===== config.mk =====
export PLATFORM = sky130hd
export DESIGN_NAME = trap_deleg_resolver
export DESIGN_NICKNAME = d
export VERILOG_FILES = /design/src/rtl/trap_deleg_pkg.sv /design/src/rtl/trap_deleg_regs.sv /design/src/rtl/trap_deleg_pick.sv /design/src/rtl/trap_deleg_route.sv /design/src/rtl/trap_deleg_resolver.sv
export SDC_FILE = /design/constraint.sdc
export NUM_CORES = 1
export LEC_CHECK = 0
export BUFFER_PORTS_ARGS = -buffer_cell sky130_fd_sc_hd__buf_2
export CAP_MARGIN = 20
export CORE_ASPECT_RATIO = 0.6
export CORE_MARGIN = 5
export CORE_UTILIZATION = 40
export DETAILED_ROUTE_END_ITERATION = 8
export PLACE_DENSITY = 0.69
export SYNTH_ARGS = -nofsm -noshare
export SYNTH_HDL_FRONTEND = slang
export SYNTH_HIERARCHICAL = 1
export SYNTH_SLANG_ARGS = --single-unit

===== constraint.sdc =====
create_clock -name clk -period 2.7 [get_ports clk]
set_input_delay 0.135 -clock clk [delete_from_list [all_inputs] [get_ports clk]]
set_output_delay 0.135 -clock clk [all_outputs]
set_load 0.03 [all_outputs]

===== src/rtl/trap_deleg_pkg.sv =====
`timescale 1ns/1ps
package trap_deleg_pkg;

    localparam int CODE_W   = 8;
    localparam int NUM_DREG = 4;

    typedef logic [CODE_W-1:0] code_t;

    typedef enum logic [1:0] {
        PRIV_U   = 2'd0,
        PRIV_S   = 2'd1,
        PRIV_RSV = 2'd2,
        PRIV_M   = 2'd3
    } priv_e;

    typedef enum logic [1:0] {
        TGT_HS = 2'd1,
        TGT_VS = 2'd2,
        TGT_M  = 2'd3
    } tgt_e;

    typedef enum logic [1:0] {
        SEL_MEXC = 2'd0,
        SEL_MIRQ = 2'd1,
        SEL_HEXC = 2'd2,
        SEL_HIRQ = 2'd3
    } dsel_e;

    typedef struct packed {
        logic  valid;
        tgt_e  mode;
        logic  irq;
        code_t code;
    } trap_res_t;

    // Writable bits of the hypervisor exception register.
    function automatic logic [63:0] hyp_exc_mask(input int ialign);
        logic [63:0] m;
        m = '0;
        for (int b = 1; b <= 8; b++) m[b] = 1'b1;
        m[12] = 1'b1;
        m[13] = 1'b1;
        m[15] = 1'b1;
        m[18] = 1'b1;
        m[19] = 1'b1;
        m[0]  = (ialign == 32);
        return m;
    endfunction

    // Writable bits of the hypervisor interrupt register: guest
    // software, timer and external interrupts.
    function automatic logic [63:0] hyp_irq_mask();
        logic [63:0] m;
        m = '0;
        m[2]  = 1'b1;
        m[6]  = 1'b1;
        m[10] = 1'b1;
        return m;
    endfunction

    // Guest interrupt numbers sit one above their plain supervisor twins.
    function automatic code_t guest_view_code(input code_t c);
        return c - code_t'(1);
    endfunction

    function automatic tgt_e pick_target(input priv_e p, input logic virt,
                                         input logic m_del, input logic h_del);
        tgt_e t;
        if (p == PRIV_M || p == PRIV_RSV) t = TGT_M;
        else if (!m_del)                  t = TGT_M;
        else if (virt && h_del)           t = TGT_VS;
        else                              t = TGT_HS;
        return t;
    endfunction

endpackage


===== src/rtl/trap_deleg_regs.sv =====
`timescale 1ns/1ps
module trap_deleg_regs
    import trap_deleg_pkg::*;
#(
    parameter int XLEN = 64,
    parameter logic [NUM_DREG-1:0][XLEN-1:0] WMASK = '1
) (
    input  logic                           clk,
    input  logic                           rst,
    input  logic                           wr_en,
    input  logic [1:0]                     wr_sel,
    input  logic [XLEN-1:0]                wr_data,
    input  logic [1:0]                     rd_sel,
    output logic [XLEN-1:0]                rd_data,
    output logic [NUM_DREG-1:0][XLEN-1:0]  dq
);

    for (genvar g = 0; g < NUM_DREG; g++) begin : g_reg
        always_ff @(posedge clk) begin
            if (rst) begin
                dq[g] <= '0;
            end else if (wr_en && wr_sel == 2'(g)) begin
                dq[g] <= wr_data & WMASK[g];
            end
        end
    end

    assign rd_data = dq[rd_sel];

    // registers move only on a write
    a_r12_hold_without_write: assert property (
        @(posedge clk) disable iff (rst)
        !wr_en |=> $stable(dq)
    );

endmodule


===== src/rtl/trap_deleg_pick.sv =====
`timescale 1ns/1ps
module trap_deleg_pick
    import trap_deleg_pkg::*;
#(
    parameter int XLEN = 64
) (
    input  logic [XLEN-1:0] exc_q,
    input  logic [XLEN-1:0] irq_q,
    input  logic            is_irq,
    input  code_t           code,
    output logic            del
);

    localparam int IDX_W = $clog2(XLEN);

    logic [XLEN-1:0] src;

    always_comb begin
        src = is_irq ? irq_q : exc_q;
        if (code < code_t'(XLEN)) del = src[code[IDX_W-1:0]];
        else                      del = 1'b0;
    end

endmodule


===== src/rtl/trap_deleg_route.sv =====
`timescale 1ns/1ps
module trap_deleg_route
    import trap_deleg_pkg::*;
(
    input  logic      clk,
    input  logic      rst,
    input  logic      trap_valid,
    input  logic      is_irq,
    input  code_t     code,
    input  priv_e     priv,
    input  logic      virt,
    input  logic      m_del,
    input  logic      h_del,
    output trap_res_t res
);

    tgt_e  tgt_n;
    code_t code_n;

    always_comb begin
        tgt_n  = pick_target(priv, virt, m_del, h_del);
        code_n = (tgt_n == TGT_VS && is_irq) ? guest_view_code(code) : code;
    end

    always_ff @(posedge clk) begin
        if (rst) begin
            res.valid <= 1'b0;
            res.mode  <= TGT_M;
            res.irq   <= 1'b0;
            res.code  <= '0;
        end else begin
            res.valid <= trap_valid;
            if (trap_valid) begin
                res.mode <= tgt_n;
                res.irq  <= is_irq;
                res.code <= code_n;
            end
        end
    end

    // machine-level traps never leave machine mode
    a_r1_machine_stays: assert property (
        @(posedge clk) disable iff (rst)
        (trap_valid && (priv == PRIV_M || priv == PRIV_RSV)) |=> (res.mode == TGT_M)
    );

    // outside a guest nothing reaches VS
    a_r2_no_guest_without_v: assert property (
        @(posedge clk) disable iff (rst)
        (trap_valid && !virt) |=> (res.mode != TGT_VS)
    );

    // the hypervisor stage never acts alone
    a_r4_needs_machine_stage: assert property (
        @(posedge clk) disable iff (rst)
        (trap_valid && !m_del) |=> (res.mode == TGT_M)
    );

    // guest interrupts arrive one number lower
    a_r8_guest_irq_renumber: assert property (
        @(posedge clk) disable iff (rst)
        (trap_valid && is_irq) |=> (res.mode != TGT_VS || res.code == $past(code) - code_t'(1))
    );

    // one result per request, one cycle later
    a_r10_valid_follows: assert property (
        @(posedge clk) disable iff (rst)
        trap_valid |=> res.valid
    );
    a_r10_no_spurious: assert property (
        @(posedge clk) disable iff (rst)
        !trap_valid |=> !res.valid
    );

endmodule


===== src/rtl/trap_deleg_resolver.sv =====
`timescale 1ns/1ps
module trap_deleg_resolver
    import trap_deleg_pkg::*;
#(
    parameter int              XLEN       = 64,
    parameter int              IALIGN     = 32,
    parameter logic [XLEN-1:0] MEXC_WMASK = '1,
    parameter logic [XLEN-1:0] MIRQ_WMASK = '1
) (
    input  logic                         clk,
    input  logic                         rst,
    input  logic                         dw_en,
    input  logic [1:0]                   dw_sel,
    input  logic [XLEN-1:0]              dw_data,
    input  logic [1:0]                   rd_sel,
    output logic [XLEN-1:0]              rd_data,
    input  logic                         trap_valid,
    input  logic                         trap_irq,
    input  logic [trap_deleg_pkg::CODE_W-1:0] trap_code,
    input  logic [1:0]                   cur_priv,
    input  logic                         cur_virt,
    output logic                         res_valid,
    output logic [1:0]                   res_mode,
    output logic                         res_irq,
    output logic [trap_deleg_pkg::CODE_W-1:0] res_code
);

    localparam logic [63:0]     HEXC_FULL  = hyp_exc_mask(IALIGN);
    localparam logic [63:0]     HIRQ_FULL  = hyp_irq_mask();
    localparam logic [XLEN-1:0] HEXC_WMASK = HEXC_FULL[XLEN-1:0];
    localparam logic [XLEN-1:0] HIRQ_WMASK = HIRQ_FULL[XLEN-1:0];
    localparam logic [NUM_DREG-1:0][XLEN-1:0] WMASK =
        {HIRQ_WMASK, HEXC_WMASK, MIRQ_WMASK, MEXC_WMASK};
    localparam int NUM_STAGE = NUM_DREG / 2;

    logic [NUM_DREG-1:0][XLEN-1:0] dq;
    logic [NUM_STAGE-1:0]          stage_del;
    trap_res_t                     res;

    trap_deleg_regs #(
        .XLEN  (XLEN),
        .WMASK (WMASK)
    ) u_regs (
        .clk     (clk),
        .rst     (rst),
        .wr_en   (dw_en),
        .wr_sel  (dw_sel),
        .wr_data (dw_data),
        .rd_sel  (rd_sel),
        .rd_data (rd_data),
        .dq      (dq)
    );

    // Stage 0 is the machine level, stage 1 the hypervisor level.
    for (genvar s = 0; s < NUM_STAGE; s++) begin : g_stage
        trap_deleg_pick #(
            .XLEN (XLEN)
        ) u_pick (
            .exc_q  (dq[2*s]),
            .irq_q  (dq[2*s+1]),
            .is_irq (trap_irq),
            .code   (trap_code),
            .del    (stage_del[s])
        );
    end

    trap_deleg_route u_route (
        .clk        (clk),
        .rst        (rst),
        .trap_valid (trap_valid),
        .is_irq     (trap_irq),
        .code       (trap_code),
        .priv       (priv_e'(cur_priv)),
        .virt       (cur_virt),
        .m_del      (stage_del[0]),
        .h_del      (stage_del[1]),
        .res        (res)
    );

    assign res_valid = res.valid;
    assign res_mode  = res.mode;
    assign res_irq   = res.irq;
    assign res_code  = res.code;

    // fixed read-only-zero bits of the hypervisor exception register
    a_r5_hexc_ro_zero: assert property (
        @(posedge clk) disable iff (rst)
        (rd_sel == 2'(SEL_HEXC)) |-> ((rd_data & ~HEXC_WMASK) == '0)
    );

    // only the three guest interrupt bits survive in the hyp irq register
    a_r6_hirq_ro_zero: assert property (
        @(posedge clk) disable iff (rst)
        (rd_sel == 2'(SEL_HIRQ)) |-> ((rd_data & ~HIRQ_WMASK) == '0)
    );

    // out-of-range codes stay in machine mode
    a_r11_wide_code_machine: assert property (
        @(posedge clk) disable iff (rst)
        (trap_valid && trap_code >= code_t'(XLEN)) |=> (res_mode == 2'(TGT_M))
    );

endmodule


==> flow_results.xml, run 1 <==
<?xml version="1.0" encoding="UTF-8"?>
<metrics>
  <group name="floorplan">
    <metric name="chipWidth" unit="um">224</metric>
    <metric name="floorplan_die_area" unit="um2">31000</metric>
    <metric name="core" unit="um2">27300</metric>
    <metric name="chipHeight" unit="um">138</metric>
    <metric name="ios" unit="">160</metric>
    <metric name="floorplan.initialDensity" unit="%">40.3</metric>
    <metric name="std_cell_rows" unit="">47</metric>
  </group>
  <group name="synthesis">
    <metric name="synth.ff_latch_count" unit="">157</metric>
    <metric name="synth.cell_area" unit="um2">11000</metric>
    <metric name="synth_flop_cell" unit="">sky130_fd_sc_hd__dfxtp_1</metric>
    <metric name="synth_top_cell_by_area" unit="">sky130_fd_sc_hd__dfxtp_1</metric>
    <metric name="synthDominantCellAreaShare" unit="%">28.6</metric>
    <metric name="syn-mean-instance-area" unit="um2">9.91</metric>
    <metric name="synth_sequential_area_ratio" unit="%">28.6</metric>
    <metric name="yosys_warnings" unit="">6</metric>
    <metric name="ys_types" unit="">57</metric>
    <metric name="synth_edf_count" unit="">0</metric>
    <metric name="synth-async-reset-ratio" unit="%">0</metric>
    <metric name="synth_top_cells_by_count" unit="">sky130_fd_sc_hd__mux2i_1, sky130_fd_sc_hd__nand2b_1, sky130_fd_sc_hd__dfxtp_1, sky130_fd_sc_hd__buf_4, sky130_fd_sc_hd__nor2_1</metric>
    <metric name="synth.area.top_cells" unit="">sky130_fd_sc_hd__dfxtp_1, sky130_fd_sc_hd__mux2i_1, sky130_fd_sc_hd__nand2b_1</metric>
    <metric name="yosysMostFrequentCell" unit="">sky130_fd_sc_hd__mux2i_1</metric>
    <metric name="mapped_cells" unit="">1111</metric>
  </group>
  <group name="critical_path">
    <metric name="r2r-end" unit="">u_route/res[0]$_SDFFE_PP0P_</metric>
    <metric name="worst-r2r-setup-slack" unit="ns">-0.006</metric>
    <metric name="crit_path_end_kind" unit="">flip-flop</metric>
    <metric name="cp_data_required_time" unit="ns">3.06</metric>
    <metric name="critical_path_peak_fanout" unit="">6</metric>
    <metric name="setup.worst_path.start_class" unit="">flip-flop</metric>
    <metric name="r2r-start" unit="">u_regs/dq[81]$_SDFFE_PP0P_</metric>
    <metric name="critical_path_arrival" unit="ns">3.06</metric>
    <metric name="timing_worst_setup_path_type" unit="">flip-flop to flip-flop</metric>
    <metric name="r2r.worst_path.cells" unit="">9</metric>
  </group>
  <group name="sta">
    <metric name="rsz_0062_raised_after_global_routing" unit="">true</metric>
    <metric name="timing_worst_slew_pin_value" unit="ns">0.712</metric>
    <metric name="timing.final.crit_share" unit="%">100</metric>
    <metric name="timing.clock.skew" unit="ns">0.00910</metric>
    <metric name="final-max-slew-violation-count" unit="">0</metric>
    <metric name="period_needed" unit="ns">2.71</metric>
    <metric name="finalHoldViolations" unit="">0</metric>
    <metric name="fmax" unit="GHz">0.370</metric>
    <metric name="maxSlewHeadroom" unit="%">52.5</metric>
    <metric name="finalSetupViolCount" unit="">1</metric>
    <metric name="fin_ws" unit="ns">-0.00587</metric>
  </group>
  <group name="finish">
    <metric name="stdcell_area" unit="um2">12800</metric>
    <metric name="instances_no_fill" unit="">1666</metric>
    <metric name="flow.area_growth_from_synthesis" unit="%">16.3</metric>
    <metric name="final_layout_size_suffix_gt1_share" unit="%">24.6</metric>
    <metric name="layout.nets" unit="">1372</metric>
    <metric name="antennaDiodeCount" unit="">0</metric>
    <metric name="final_core_utilization" unit="%">46.8</metric>
  </group>
  <group name="grt">
    <metric name="grt.overflow.total" unit="">0</metric>
    <metric name="grt_use_met1" unit="%">27.0</metric>
    <metric name="first_pass_grt_wire_length" unit="um">47600</metric>
    <metric name="initial_antenna_violation_count" unit="">0</metric>
    <metric name="global_route_layer_with_the_greatest_usage" unit="">met2</metric>
    <metric name="grt_usage" unit="%">19.2</metric>
    <metric name="grt_util_met2" unit="%">29.9</metric>
    <metric name="number_of_global_route_vias_before_repair" unit="">8571</metric>
    <metric name="grt_max_degree" unit="">130</metric>
    <metric name="grtUsageMet3" unit="%">4.24</metric>
  </group>
  <group name="routing">
    <metric name="totalWireLength" unit="um">30100</metric>
    <metric name="dr.pass1.iters" unit="">5</metric>
    <metric name="drc" unit="">0</metric>
    <metric name="drt_iter0_drc" unit="">519</metric>
    <metric name="dr_total_vias" unit="">8427</metric>
    <metric name="detail_route.wl_per_cell" unit="um">18.1</metric>
    <metric name="route.antenna.remaining_nets" unit="">0</metric>
    <metric name="vias_per_cell" unit="">5.06</metric>
  </group>
  <group name="hold_path">
    <metric name="holdCritPathClass" unit="">input port to flip-flop</metric>
    <metric name="worst_hold_startpoint" unit="">dw_data[32]</metric>
    <metric name="timing.hold.worst_path_depth" unit="">3</metric>
    <metric name="hold-path-endpoint" unit="">u_regs/dq[96]$_SDFFE_PP0P_</metric>
  </group>
  <group name="power">
    <metric name="fin_total_pwr" unit="W">0.00616</metric>
    <metric name="power_density" unit="nW/um2">481</metric>
    <metric name="ir_worst_vdd" unit="mV">0.308</metric>
    <metric name="leakage_power" unit="nW">5.80</metric>
  </group>
  <group name="outcome">
    <metric name="violations" unit="">negative setup slack</metric>
    <metric name="status" unit="">complete, but fails checks</metric>
  </group>
  <group name="cts">
    <metric name="cts.root.buffer_cell" unit="">sky130_fd_sc_hd__clkbuf_16</metric>
    <metric name="clkLatencyLatePin" unit="ns">0.44</metric>
    <metric name="cts_max_level" unit="">4</metric>
    <metric name="cts_sink_cnt" unit="">157</metric>
    <metric name="tritoncts" unit="">yes</metric>
    <metric name="cts_buffers" unit="">17</metric>
    <metric name="clkSlewWorstSetupHoldPaths" unit="ns">0.07</metric>
    <metric name="max-clock-path-buffers" unit="">2</metric>
  </group>
  <group name="placed_design">
    <metric name="io_buffer_count" unit="">158</metric>
    <metric name="dpl.hpwl" unit="um">21200</metric>
    <metric name="placedInstanceArea" unit="um2">11800</metric>
    <metric name="place.detailed.instances" unit="">1601</metric>
    <metric name="gp_congestion" unit="">0.818</metric>
  </group>
  <group name="flow_run">
    <metric name="max_cap_violations" unit="">0</metric>
  </group>
</metrics>
==> sequential cells by signal, indices dropped and copies added, names as in the netlist <==
| register | flops |
|---|---|
| u_regs/dq | 145 |
| u_route/res | 12 |
==> worst max-delay path, stage by stage, from the launching register on <==
cell and delay (ns):
sky130_fd_sc_hd__dfxtp_2 0.33, sky130_fd_sc_hd__mux4_2 0.47, sky130_fd_sc_hd__mux2_4 0.30, sky130_fd_sc_hd__nor4b_4 0.27
sky130_fd_sc_hd__a311oi_2 0.08, sky130_fd_sc_hd__nand4_1 0.19, sky130_fd_sc_hd__o211ai_1 0.21, sky130_fd_sc_hd__and4b_2 0.34
sky130_fd_sc_hd__a21o_2 0.20, sky130_fd_sc_hd__a311oi_1 0.24
==> report_power, final <==
group	leakage [nW]	switching [W]	internal (W)	total (W)
Combinational	4.22	0.000572	0.000494	0.00107
Sequential	1.28	0.0000693	0.00240	0.00247
Clock	0.295	0.00105	0.00157	0.00262
==> routing by layer <==
metal / part of all wire, % / up-vias
li1: - / 4073
met4: 2.0 / 0
met5: 0 / -
met1: 48 / 4103
met2: 45 / 209
met3: 5.2 / 42
==> layout make-up <==
| cell class | count | area (um2) |
|---|---|---|
| Clock buffer | 18 | 439 |
| Clock inverter | 13 | 190 |
| Fill cell | 2594 | 14500 |
| Inverter | 3 | 11.3 |
| Multi-Input combinational cell | 865 | 6930 |
| Sequential cell | 157 | 3160 |
| Tap cell | 367 | 459 |
| Timing Repair Buffer | 243 | 1610 |
==> cells in the final DEF (no fill, tap or decap), types with 4 or more instances in the layout <==
master / instances
sky130_fd_sc_hd__a211oi_1: 4
sky130_fd_sc_hd__a21oi_1: 6
sky130_fd_sc_hd__a22oi_1: 8
sky130_fd_sc_hd__a311oi_1: 4
sky130_fd_sc_hd__a31oi_1: 7
sky130_fd_sc_hd__and3_1: 4
sky130_fd_sc_hd__buf_12: 7
sky130_fd_sc_hd__buf_2: 155
sky130_fd_sc_hd__buf_4: 46
sky130_fd_sc_hd__bufinv_16: 4
sky130_fd_sc_hd__clkbuf_16: 17
sky130_fd_sc_hd__clkinvlp_4: 4
sky130_fd_sc_hd__conb_1: 111
sky130_fd_sc_hd__dfxtp_1: 142
sky130_fd_sc_hd__dfxtp_2: 15
sky130_fd_sc_hd__dlygate4sd3_1: 34
sky130_fd_sc_hd__mux2_2: 7
sky130_fd_sc_hd__mux2i_1: 254
sky130_fd_sc_hd__mux4_1: 6
sky130_fd_sc_hd__mux4_2: 40
sky130_fd_sc_hd__nand2_1: 23
sky130_fd_sc_hd__nand2b_1: 212
sky130_fd_sc_hd__nand3_1: 10
sky130_fd_sc_hd__nand3b_1: 5
sky130_fd_sc_hd__nand4_1: 7
sky130_fd_sc_hd__nor2_1: 66
sky130_fd_sc_hd__nor2b_1: 8
sky130_fd_sc_hd__nor3b_1: 5
sky130_fd_sc_hd__o211ai_1: 8
sky130_fd_sc_hd__o2bb2ai_1: 12
==> through the flow <==
| stage | hold WS (ns) | setup WS (ns) | TNS [ns] |
|---|---|---|---|
| 6_report | 0.00794 | -0.00587 | -0.00587 |
| 5_1_grt | 0.00973 | -0.0840 | -0.306 |
| 4_1_cts | 0.0000799 | 0.000729 | 0 |
| 3_5_place_dp | 0.431 | -0.204 | -0.998 |
| 3_3_place_gp | 0.425 | -0.153 | -0.646 |
| 2_1_floorplan | 0.252 | 0.187 | 0 |
==> logic make-up (layout without fill, tap and decap cells) <==
group	Yosys count	count (layout)	share of synthesized area (%)
compound gates	67	67	4.65
fa+ha+maj	1	1	0.114
buf+inv	199	277	12.7
mux	309	309	33.7
flops	157	157	28.6
simple gates	377	377	20.2
other cells	1	111	0.0341
==> worst max-delay path by stage <==
stage | from | slack (ns) | to
after global placement | trap_irq | -0.15 | u_route/res[0]$_SDFFE_PP0P_
after floorplan | trap_irq | 0.19 | u_route/res[4]$_SDFFE_PP0P_
after global routing | u_regs/dq[87]$_SDFFE_PP0P_ | -0.08 | u_route/res[2]$_SDFFE_PP0P_
final | u_regs/dq[81]$_SDFFE_PP0P_ | -0.006 | u_route/res[0]$_SDFFE_PP0P_
after CTS | u_regs/dq[80]$_SDFFE_PP0P_ | 0.0007 | u_route/res[0]$_SDFFE_PP0P_
after detailed placement | trap_irq | -0.20 | u_route/res[0]$_SDFFE_PP0P_
==> what timing repair did <==
item                                   4_1_cts  5_1_grt
endpoints found under the hold margin       60        0
hold buffers                                34        0
setup endpoints to repair                    1        6
pin swaps                                    0       12
resized for setup                            2       26
setup buffers                                0        0
No activity file was read; power rests on OpenSTA's default activity.
==> run 2, diff against run 1 <==
--- a/config.mk
+++ b/config.mk
@@ -11,7 +11,7 @@
 export CORE_MARGIN = 5
 export CORE_UTILIZATION = 40
 export DETAILED_ROUTE_END_ITERATION = 8
-export PLACE_DENSITY = 0.69
+export PLACE_DENSITY = 0.66
 export SYNTH_ARGS = -nofsm -noshare
 export SYNTH_HDL_FRONTEND = slang
 export SYNTH_HIERARCHICAL = 1
==> constraint.sdc (replaced) <==
create_clock -name clk -period 3.25 [get_ports clk]
set_input_delay 0.1625 -clock clk [delete_from_list [all_inputs] [get_ports clk]]
set_output_delay 0.1625 -clock clk [all_outputs]
set_load 0.03 [all_outputs]
==> run 2 against run 1 <==
  * The run now ends clean
  * Largest cell class unchanged
  * Clock power fell by 18%
  * Critical path depth did not move
  * Maximum frequency fell by 3.5%
  * Count of clock-buffer cells in the layout rose by 4
  * Design area fell by 3.7%
  * Core utilization fell by 1.7 points
  * Sequential share of layout area rose by 0.79 points
  * Critical path type unchanged
  * First-iteration DRC count rose by 19%
  * Power fell by 18%
  * Combinational power fell by 22%
==> flow_results.xml, run 2 (synthesis gave the netlist of run 1 again) <==
<?xml version="1.0" encoding="UTF-8"?>
<metrics>
  <group name="floorplan">
    <metric name="chipWidth" unit="um">224</metric>
    <metric name="floorplan_die_area" unit="um2">31000</metric>
    <metric name="core" unit="um2">27300</metric>
    <metric name="std_cell_rows" unit="">47</metric>
    <metric name="ios" unit="">160</metric>
    <metric name="floorplan.initialDensity" unit="%">40.3</metric>
    <metric name="chipHeight" unit="um">138</metric>
  </group>
  <group name="critical_path">
    <metric name="critical_path_peak_fanout" unit="">7</metric>
    <metric name="timing_worst_setup_path_type" unit="">flip-flop to flip-flop</metric>
    <metric name="setup.worst_path.start_class" unit="">flip-flop</metric>
    <metric name="cp_data_required_time" unit="ns">3.60</metric>
    <metric name="crit_path_end_kind" unit="">flip-flop</metric>
    <metric name="critical_path_arrival" unit="ns">3.16</metric>
  </group>
  <group name="finish">
    <metric name="area_of_the_multi_input_gates" unit="um2">6880</metric>
    <metric name="flow.area_growth_from_synthesis" unit="%">12.0</metric>
    <metric name="final_core_utilization" unit="%">45.1</metric>
    <metric name="layout.cells.most_common" unit="">sky130_fd_sc_hd__mux2i_1</metric>
    <metric name="fill_cells" unit="">2652</metric>
    <metric name="final_cell_mix" unit="">sky130_fd_sc_hd__mux2i_1, sky130_fd_sc_hd__nand2b_1, sky130_fd_sc_hd__dfxtp_1, sky130_fd_sc_hd__buf_2, sky130_fd_sc_hd__conb_1</metric>
    <metric name="antennaDiodeCount" unit="">0</metric>
    <metric name="max_flop_register" unit="">u_regs/dq</metric>
    <metric name="top_regs" unit="">u_regs/dq: 145 flops, u_route/res: 12 flops</metric>
    <metric name="max_ffs_per_register" unit="">145</metric>
    <metric name="layout.area.seq" unit="um2">3140</metric>
    <metric name="final_layout_size_suffix_gt1_share" unit="%">21.3</metric>
    <metric name="layout.nets" unit="">1323</metric>
  </group>
  <group name="placed_design">
    <metric name="detailedPlace.worstSlack" unit="ns">0.0525</metric>
    <metric name="io_buffer_count" unit="">158</metric>
    <metric name="gp_congestion" unit="">0.829</metric>
    <metric name="dpl.hpwl" unit="um">20300</metric>
  </group>
  <group name="sta">
    <metric name="setup_total_negative_slack" unit="ns">0</metric>
    <metric name="rsz_0062_raised_after_global_routing" unit="">false</metric>
    <metric name="finalSetupViolCount" unit="">0</metric>
    <metric name="fmax" unit="GHz">0.357</metric>
    <metric name="period_needed" unit="ns">2.80</metric>
    <metric name="finalHoldViolations" unit="">0</metric>
    <metric name="final-max-slew-violation-count" unit="">0</metric>
    <metric name="timing.final.crit_share" unit="%">86.3</metric>
    <metric name="timing_worst_slew_pin_value" unit="ns">0.816</metric>
    <metric name="maxSlewHeadroom" unit="%">45.6</metric>
    <metric name="fin_ws" unit="ns">0.446</metric>
    <metric name="timing.clock.skew" unit="ns">0.00968</metric>
  </group>
  <group name="cts">
    <metric name="tritoncts" unit="">yes</metric>
    <metric name="clkLatencyLatePin" unit="ns">0.44</metric>
    <metric name="post_cts_resize_count" unit="">0</metric>
    <metric name="cts_max_level" unit="">4</metric>
    <metric name="cts.root.buffer_cell" unit="">sky130_fd_sc_hd__clkbuf_16</metric>
    <metric name="hold_buffers" unit="">11</metric>
    <metric name="cts_buffers" unit="">17</metric>
    <metric name="cts_sink_cnt" unit="">157</metric>
    <metric name="cts_setup_buffers" unit="">0</metric>
    <metric name="clkSlewWorstSetupHoldPaths" unit="ns">0.07</metric>
    <metric name="max-clock-path-buffers" unit="">2</metric>
  </group>
  <group name="grt">
    <metric name="initial_antenna_violation_count" unit="">0</metric>
    <metric name="grt_usage" unit="%">18.6</metric>
    <metric name="grt_max_degree" unit="">139</metric>
    <metric name="number_of_global_route_vias_before_repair" unit="">8252</metric>
    <metric name="grt.overflow.total" unit="">0</metric>
    <metric name="first_pass_grt_wire_length" unit="um">46300</metric>
  </group>
  <group name="routing">
    <metric name="totalWireLength" unit="um">28900</metric>
    <metric name="drc" unit="">0</metric>
    <metric name="dr_total_vias" unit="">8219</metric>
    <metric name="dr.pass1.iters" unit="">4</metric>
    <metric name="route.antenna.remaining_nets" unit="">0</metric>
    <metric name="drt_iter0_drc" unit="">616</metric>
    <metric name="detail_route.wl_per_cell" unit="um">17.9</metric>
    <metric name="vias_per_cell" unit="">5.08</metric>
  </group>
  <group name="power">
    <metric name="fin_total_pwr" unit="W">0.00504</metric>
    <metric name="leakage_power" unit="nW">5.58</metric>
    <metric name="power_density" unit="nW/um2">409</metric>
    <metric name="ir_worst_vdd" unit="mV">0.291</metric>
  </group>
  <group name="outcome">
    <metric name="status" unit="">completed</metric>
  </group>
  <group name="hold_path">
    <metric name="holdCritPathClass" unit="">input port to flip-flop</metric>
  </group>
  <group name="flow_run">
    <metric name="max_cap_violations" unit="">0</metric>
  </group>
</metrics>
run 2: changes by cell type in the layout (fill, tap and decap cells not counted), sizes merged:
cell	previous run	this run
dlygate4sd3	34	11
clkbuf	18	22
clkinvlp	4	2
clkinv	3	4
inv	5	3
buf	209	183
run 2: power breakdown:
| part | switching, W | leakage (nW) | internal, W |
|---|---|---|---|
| combinational | 0.000457 | 4.01 | 0.000373 |
| sequential | 0.0000553 | 1.28 | 0.00200 |
| clock | 0.000835 | 0.300 | 0.00133 |
| total | 0.00135 | 5.58 | 0.00370 |
run 2: worst paths after layout:
kind              depth (start not counted)  slack [ns]                       start                     endpoint
setup / recovery                          9        0.45  u_regs/dq[81]$_SDFFE_PP0P_  u_route/res[4]$_SDFFE_PP0P_
hold / removal                            3        0.02                 dw_data[23]   u_regs/dq[87]$_SDFFE_PP0P_
setup reg to reg                          9        0.45  u_regs/dq[81]$_SDFFE_PP0P_  u_route/res[4]$_SDFFE_PP0P_
hold reg to reg                           2        0.49  u_regs/dq[24]$_SDFFE_PP0P_   u_regs/dq[24]$_SDFFE_PP0P_
run 2: metal layers:
| metal | share of wire (%) | vias to the layer above | track usage, % |
|---|---|---|---|
| li1 | - | 3964 | - |
| met1 | 49 | 4026 | 27.3 |
| met2 | 45 | 208 | 28.7 |
| met3 | 5.3 | 21 | 3.01 |
| met4 | 0.96 | 0 | 4.38 |
| met5 | 0 | - | 0 |
run 2: metrics by stage:
step	hold WS [ns]	std cells	instance area, um2
3_5_place_dp	0.464	1575	11600
2_1_floorplan	0.280	1221	11400
5_1_grt	0.0223	1618	12300
4_1_cts	0.000399	1618	12300
3_3_place_gp	0.450	1575	11600
6_report	0.0196	1618	12300
run 2: critical path: stages, from the launching register on:
cell,delay (ns)
sky130_fd_sc_hd__dfxtp_1,0.36
sky130_fd_sc_hd__mux4_1,0.28
sky130_fd_sc_hd__mux2_2,0.17
sky130_fd_sc_hd__nor4b_2,0.04
sky130_fd_sc_hd__a311oi_1,0.33
sky130_fd_sc_hd__nand4_1,0.22
sky130_fd_sc_hd__o211ai_1,0.24
sky130_fd_sc_hd__nand4b_2,0.27
sky130_fd_sc_hd__or4_1,0.56
sky130_fd_sc_hd__a311oi_1,0.25
run 2: area by class of cell:
| type | count | area share, % |
|---|---|---|
| inverter | 3 | 0.0913 |
| multi-input combinational | 865 | 55.8 |
| timing repair buffer | 194 | 9.80 |
| sequential | 157 | 25.5 |
| clock buffer | 22 | 3.76 |
| tap | 367 | 3.72 |
| clock inverter | 10 | 1.32 |
==> run 3, diff against run 2 <==
--- a/config.mk
+++ b/config.mk
@@ -5,13 +5,13 @@
 export SDC_FILE = /design/constraint.sdc
 export NUM_CORES = 1
 export LEC_CHECK = 0
-export BUFFER_PORTS_ARGS = -buffer_cell sky130_fd_sc_hd__buf_2
 export CAP_MARGIN = 20
 export CORE_ASPECT_RATIO = 0.6
 export CORE_MARGIN = 5
-export CORE_UTILIZATION = 40
+export CORE_UTILIZATION = 32
 export DETAILED_ROUTE_END_ITERATION = 8
-export PLACE_DENSITY = 0.66
+export DONT_BUFFER_PORTS = 1
+export PLACE_DENSITY = 0.53
 export SYNTH_ARGS = -nofsm -noshare
 export SYNTH_HDL_FRONTEND = slang
 export SYNTH_HIERARCHICAL = 1
==> run 3 against run 2 <==
  * Count of clock-buffer cells in the layout fell by 1
  * Critical path type unchanged
  * Via count decreased by 4.6%
  * Critical path depth up 1
  * Sequential share of layout area increased by 0.72 points
  * Clock power is 16% lower
  * Largest power group is now registers
==> flow_results.xml, run 3 (synthesis gave the netlist of run 1 again) <==
<?xml version="1.0" encoding="UTF-8"?>
<metrics>
  <group name="outcome">
    <metric name="status" unit="">completed</metric>
  </group>
  <group name="cts">
    <metric name="clkLatencyLatePin" unit="ns">0.43</metric>
    <metric name="tritoncts" unit="">yes</metric>
    <metric name="cts_sink_cnt" unit="">157</metric>
    <metric name="cts_buffers" unit="">17</metric>
    <metric name="cts_max_level" unit="">4</metric>
    <metric name="cts.root.buffer_cell" unit="">sky130_fd_sc_hd__clkbuf_16</metric>
    <metric name="max-clock-path-buffers" unit="">2</metric>
    <metric name="clkSlewWorstSetupHoldPaths" unit="ns">0.06</metric>
  </group>
  <group name="sta">
    <metric name="timing.final.crit_share" unit="%">95.0</metric>
    <metric name="finalHoldViolations" unit="">0</metric>
    <metric name="period_needed" unit="ns">3.09</metric>
    <metric name="maxSlewHeadroom" unit="%">34.0</metric>
    <metric name="rsz_0062_raised_after_global_routing" unit="">false</metric>
    <metric name="timing.clock.skew" unit="ns">0.00629</metric>
    <metric name="finalSetupViolCount" unit="">0</metric>
    <metric name="timing_worst_slew_pin_value" unit="ns">0.991</metric>
    <metric name="final-max-slew-violation-count" unit="">0</metric>
    <metric name="setup_total_negative_slack" unit="ns">0</metric>
    <metric name="fmax" unit="GHz">0.324</metric>
  </group>
  <group name="critical_path">
    <metric name="critical_path_peak_fanout" unit="">3</metric>
    <metric name="max_stage_delay" unit="ns">0.55</metric>
    <metric name="critical_path_arrival" unit="ns">3.41</metric>
    <metric name="cp_top_family" unit="">simple AND/OR/NAND/NOR gates</metric>
    <metric name="timing_worst_setup_path_type" unit="">flip-flop to flip-flop</metric>
    <metric name="setup.worst_path.start_class" unit="">flip-flop</metric>
    <metric name="crit_buf_inv" unit="">1</metric>
    <metric name="crit_path_end_kind" unit="">flip-flop</metric>
    <metric name="cp_data_required_time" unit="ns">3.57</metric>
    <metric name="r2r-start" unit="">u_regs/dq[81]$_SDFFE_PP0P_</metric>
    <metric name="worst-r2r-setup-slack" unit="ns">0.16</metric>
    <metric name="critical_path.startpoint" unit="">u_regs/dq[81]$_SDFFE_PP0P_</metric>
    <metric name="cell_at_the_slowest_stage_of_the_critical_path" unit="">sky130_fd_sc_hd__dlygate4sd3_1</metric>
    <metric name="critical_path.cell_chain" unit="">mux4_2 &gt; mux2_2 &gt; nor4b_2 &gt; a311oi_1 &gt; nand4_1 &gt; o211ai_1 &gt; and4b_2 &gt; nand4_1 &gt; o211ai_1 &gt; dlygate4sd3_1</metric>
  </group>
  <group name="finish">
    <metric name="final_layout_size_suffix_gt1_share" unit="%">8.35</metric>
    <metric name="top_regs" unit="">u_regs/dq: 145 flops, u_route/res: 12 flops</metric>
    <metric name="layout.nets" unit="">1212</metric>
    <metric name="final_cell_mix" unit="">sky130_fd_sc_hd__mux2i_1, sky130_fd_sc_hd__nand2b_1, sky130_fd_sc_hd__dfxtp_1, sky130_fd_sc_hd__conb_1, sky130_fd_sc_hd__dlygate4sd3_1</metric>
    <metric name="max_ffs_per_register" unit="">145</metric>
    <metric name="fill_cells" unit="">3410</metric>
    <metric name="instances_no_fill" unit="">1598</metric>
    <metric name="layout.cells.most_common" unit="">sky130_fd_sc_hd__mux2i_1</metric>
    <metric name="layout.area.seq" unit="um2">3140</metric>
    <metric name="flow.area_growth_from_synthesis" unit="%">8.93</metric>
    <metric name="area_of_the_multi_input_gates" unit="um2">6890</metric>
    <metric name="max_flop_register" unit="">u_regs/dq</metric>
  </group>
  <group name="routing">
    <metric name="routedLengthMet1" unit="um">15900</metric>
    <metric name="met2_length" unit="um">13700</metric>
    <metric name="totalWireLength" unit="um">31600</metric>
    <metric name="vias_per_cell" unit="">4.91</metric>
    <metric name="top_signal_layer_used" unit="">met4</metric>
    <metric name="drc" unit="">0</metric>
    <metric name="drt_iter0_drc" unit="">508</metric>
    <metric name="met3_wirelength" unit="um">1350</metric>
    <metric name="dr.pass1.iters" unit="">5</metric>
    <metric name="detail_route.wl_per_cell" unit="um">19.8</metric>
    <metric name="dr_total_vias" unit="">7842</metric>
    <metric name="route.antenna.remaining_nets" unit="">0</metric>
  </group>
  <group name="floorplan">
    <metric name="floorplan_die_area" unit="um2">38300</metric>
    <metric name="floorplan.initialDensity" unit="%">32.5</metric>
    <metric name="ios" unit="">160</metric>
    <metric name="chipWidth" unit="um">249</metric>
    <metric name="chipHeight" unit="um">154</metric>
    <metric name="core" unit="um2">33800</metric>
    <metric name="std_cell_rows" unit="">52</metric>
  </group>
  <group name="power">
    <metric name="ir_worst_vdd" unit="mV">0.367</metric>
    <metric name="leakage_power" unit="nW">4.96</metric>
    <metric name="power_density" unit="nW/um2">380</metric>
  </group>
  <group name="hold_path">
    <metric name="holdCritPathClass" unit="">input port to flip-flop</metric>
    <metric name="worst_hold_startpoint" unit="">rst</metric>
  </group>
  <group name="placed_design">
    <metric name="place.detailed.instances" unit="">1491</metric>
    <metric name="io_buffer_count" unit="">0</metric>
    <metric name="gp_congestion" unit="">0.805</metric>
    <metric name="dpl.hpwl" unit="um">19700</metric>
  </group>
  <group name="flow_run">
    <metric name="max_cap_violations" unit="">0</metric>
  </group>
  <group name="grt">
    <metric name="grt.overflow.total" unit="">0</metric>
    <metric name="first_pass_grt_wire_length" unit="um">48600</metric>
    <metric name="initial_antenna_violation_count" unit="">2</metric>
    <metric name="grt_max_degree" unit="">189</metric>
    <metric name="number_of_global_route_vias_before_repair" unit="">7907</metric>
    <metric name="grt_usage" unit="%">16.3</metric>
  </group>
</metrics>
run 3: cell types whose count changed in the layout (fill, tap and decap cells not counted), sizes merged:
cell	before	now
inv	3	5
bufinv	4	0
clkinvlp	2	4
dlygate4sd3	11	73
clkinv	4	3
clkbuf	22	21
buf	183	10
diode	0	1
run 3: through the flow:
stage / cell area [um2] / worst slack, ns / power, W / utilization [%] / hold slack, ns
2_1_floorplan: 11400 / 0.709 / 0.00277 / - / 0.280
6_report: 12000 / 0.162 / 0.00456 / 35.4 / 0.0197
3_5_place_dp: 10700 / 0.244 / 0.00264 / 31.5 / 0.277
3_3_place_gp: 10700 / 0.382 / 0.00264 / 31.5 / 0.271
4_1_cts: 12000 / 0.0682 / 0.00462 / 35.4 / 0.000370
5_1_grt: 12000 / 0.0181 / 0.00477 / 35.4 / 0.0242
run 3: repair_timing:
action                                  CTS  global route
endpoints found under the hold margin   157             0
endpoints found under the setup margin    0             1
gates resized for setup                   0             4
buffers inserted                          0             1
hold buffers                             75             0
run 3: power breakdown:
part	total, W	internal (W)	switching, W
Clock	0.00182	0.000990	0.000833
Combinational	0.000660	0.000350	0.000311
Sequential	0.00207	0.00200	0.0000767
Total	0.00456	0.00334	0.00122
run 3: per-layer routing:
layer / GRT usage, % / up-vias
met5: 0 / -
met4: 4.54 / 0
met3: 3.38 / 27
met2: 25.0 / 171
met1: 23.2 / 3886
li1: - / 3758
run 3: path summary, 6_finish.rpt:
path	to	depth (start not counted)
worst min-delay path	u_regs/dq[65]$_SDFFE_PP0P_	2
worst min register to register	u_regs/dq[7]$_SDFFE_PP0P_	2
worst max-delay path	u_route/res[5]$_SDFFE_PP0P_	10
worst max register to register	u_route/res[5]$_SDFFE_PP0P_	10
run 3: worst register-to-register path: cells and delay by family, from the launching register on:
kind | cells | cell delay, ns
compound gates | 3 | 0.44
buf+inv | 1 | 0.55
flops | 1 | 0.32
simple gates | 4 | 0.85
mux | 2 | 0.81
run 3: cell type report:
class                           instances  area share [%]
Tap cell                              459            4.79
Timing Repair Buffer                   83            7.10
Sequential cell                       157            26.2
Multi-Input combinational cell        865            57.5
Clock inverter                          9           0.553
Inverter                                3          0.0939
Clock buffer                           21            3.76
Antenna cell                            1          0.0209
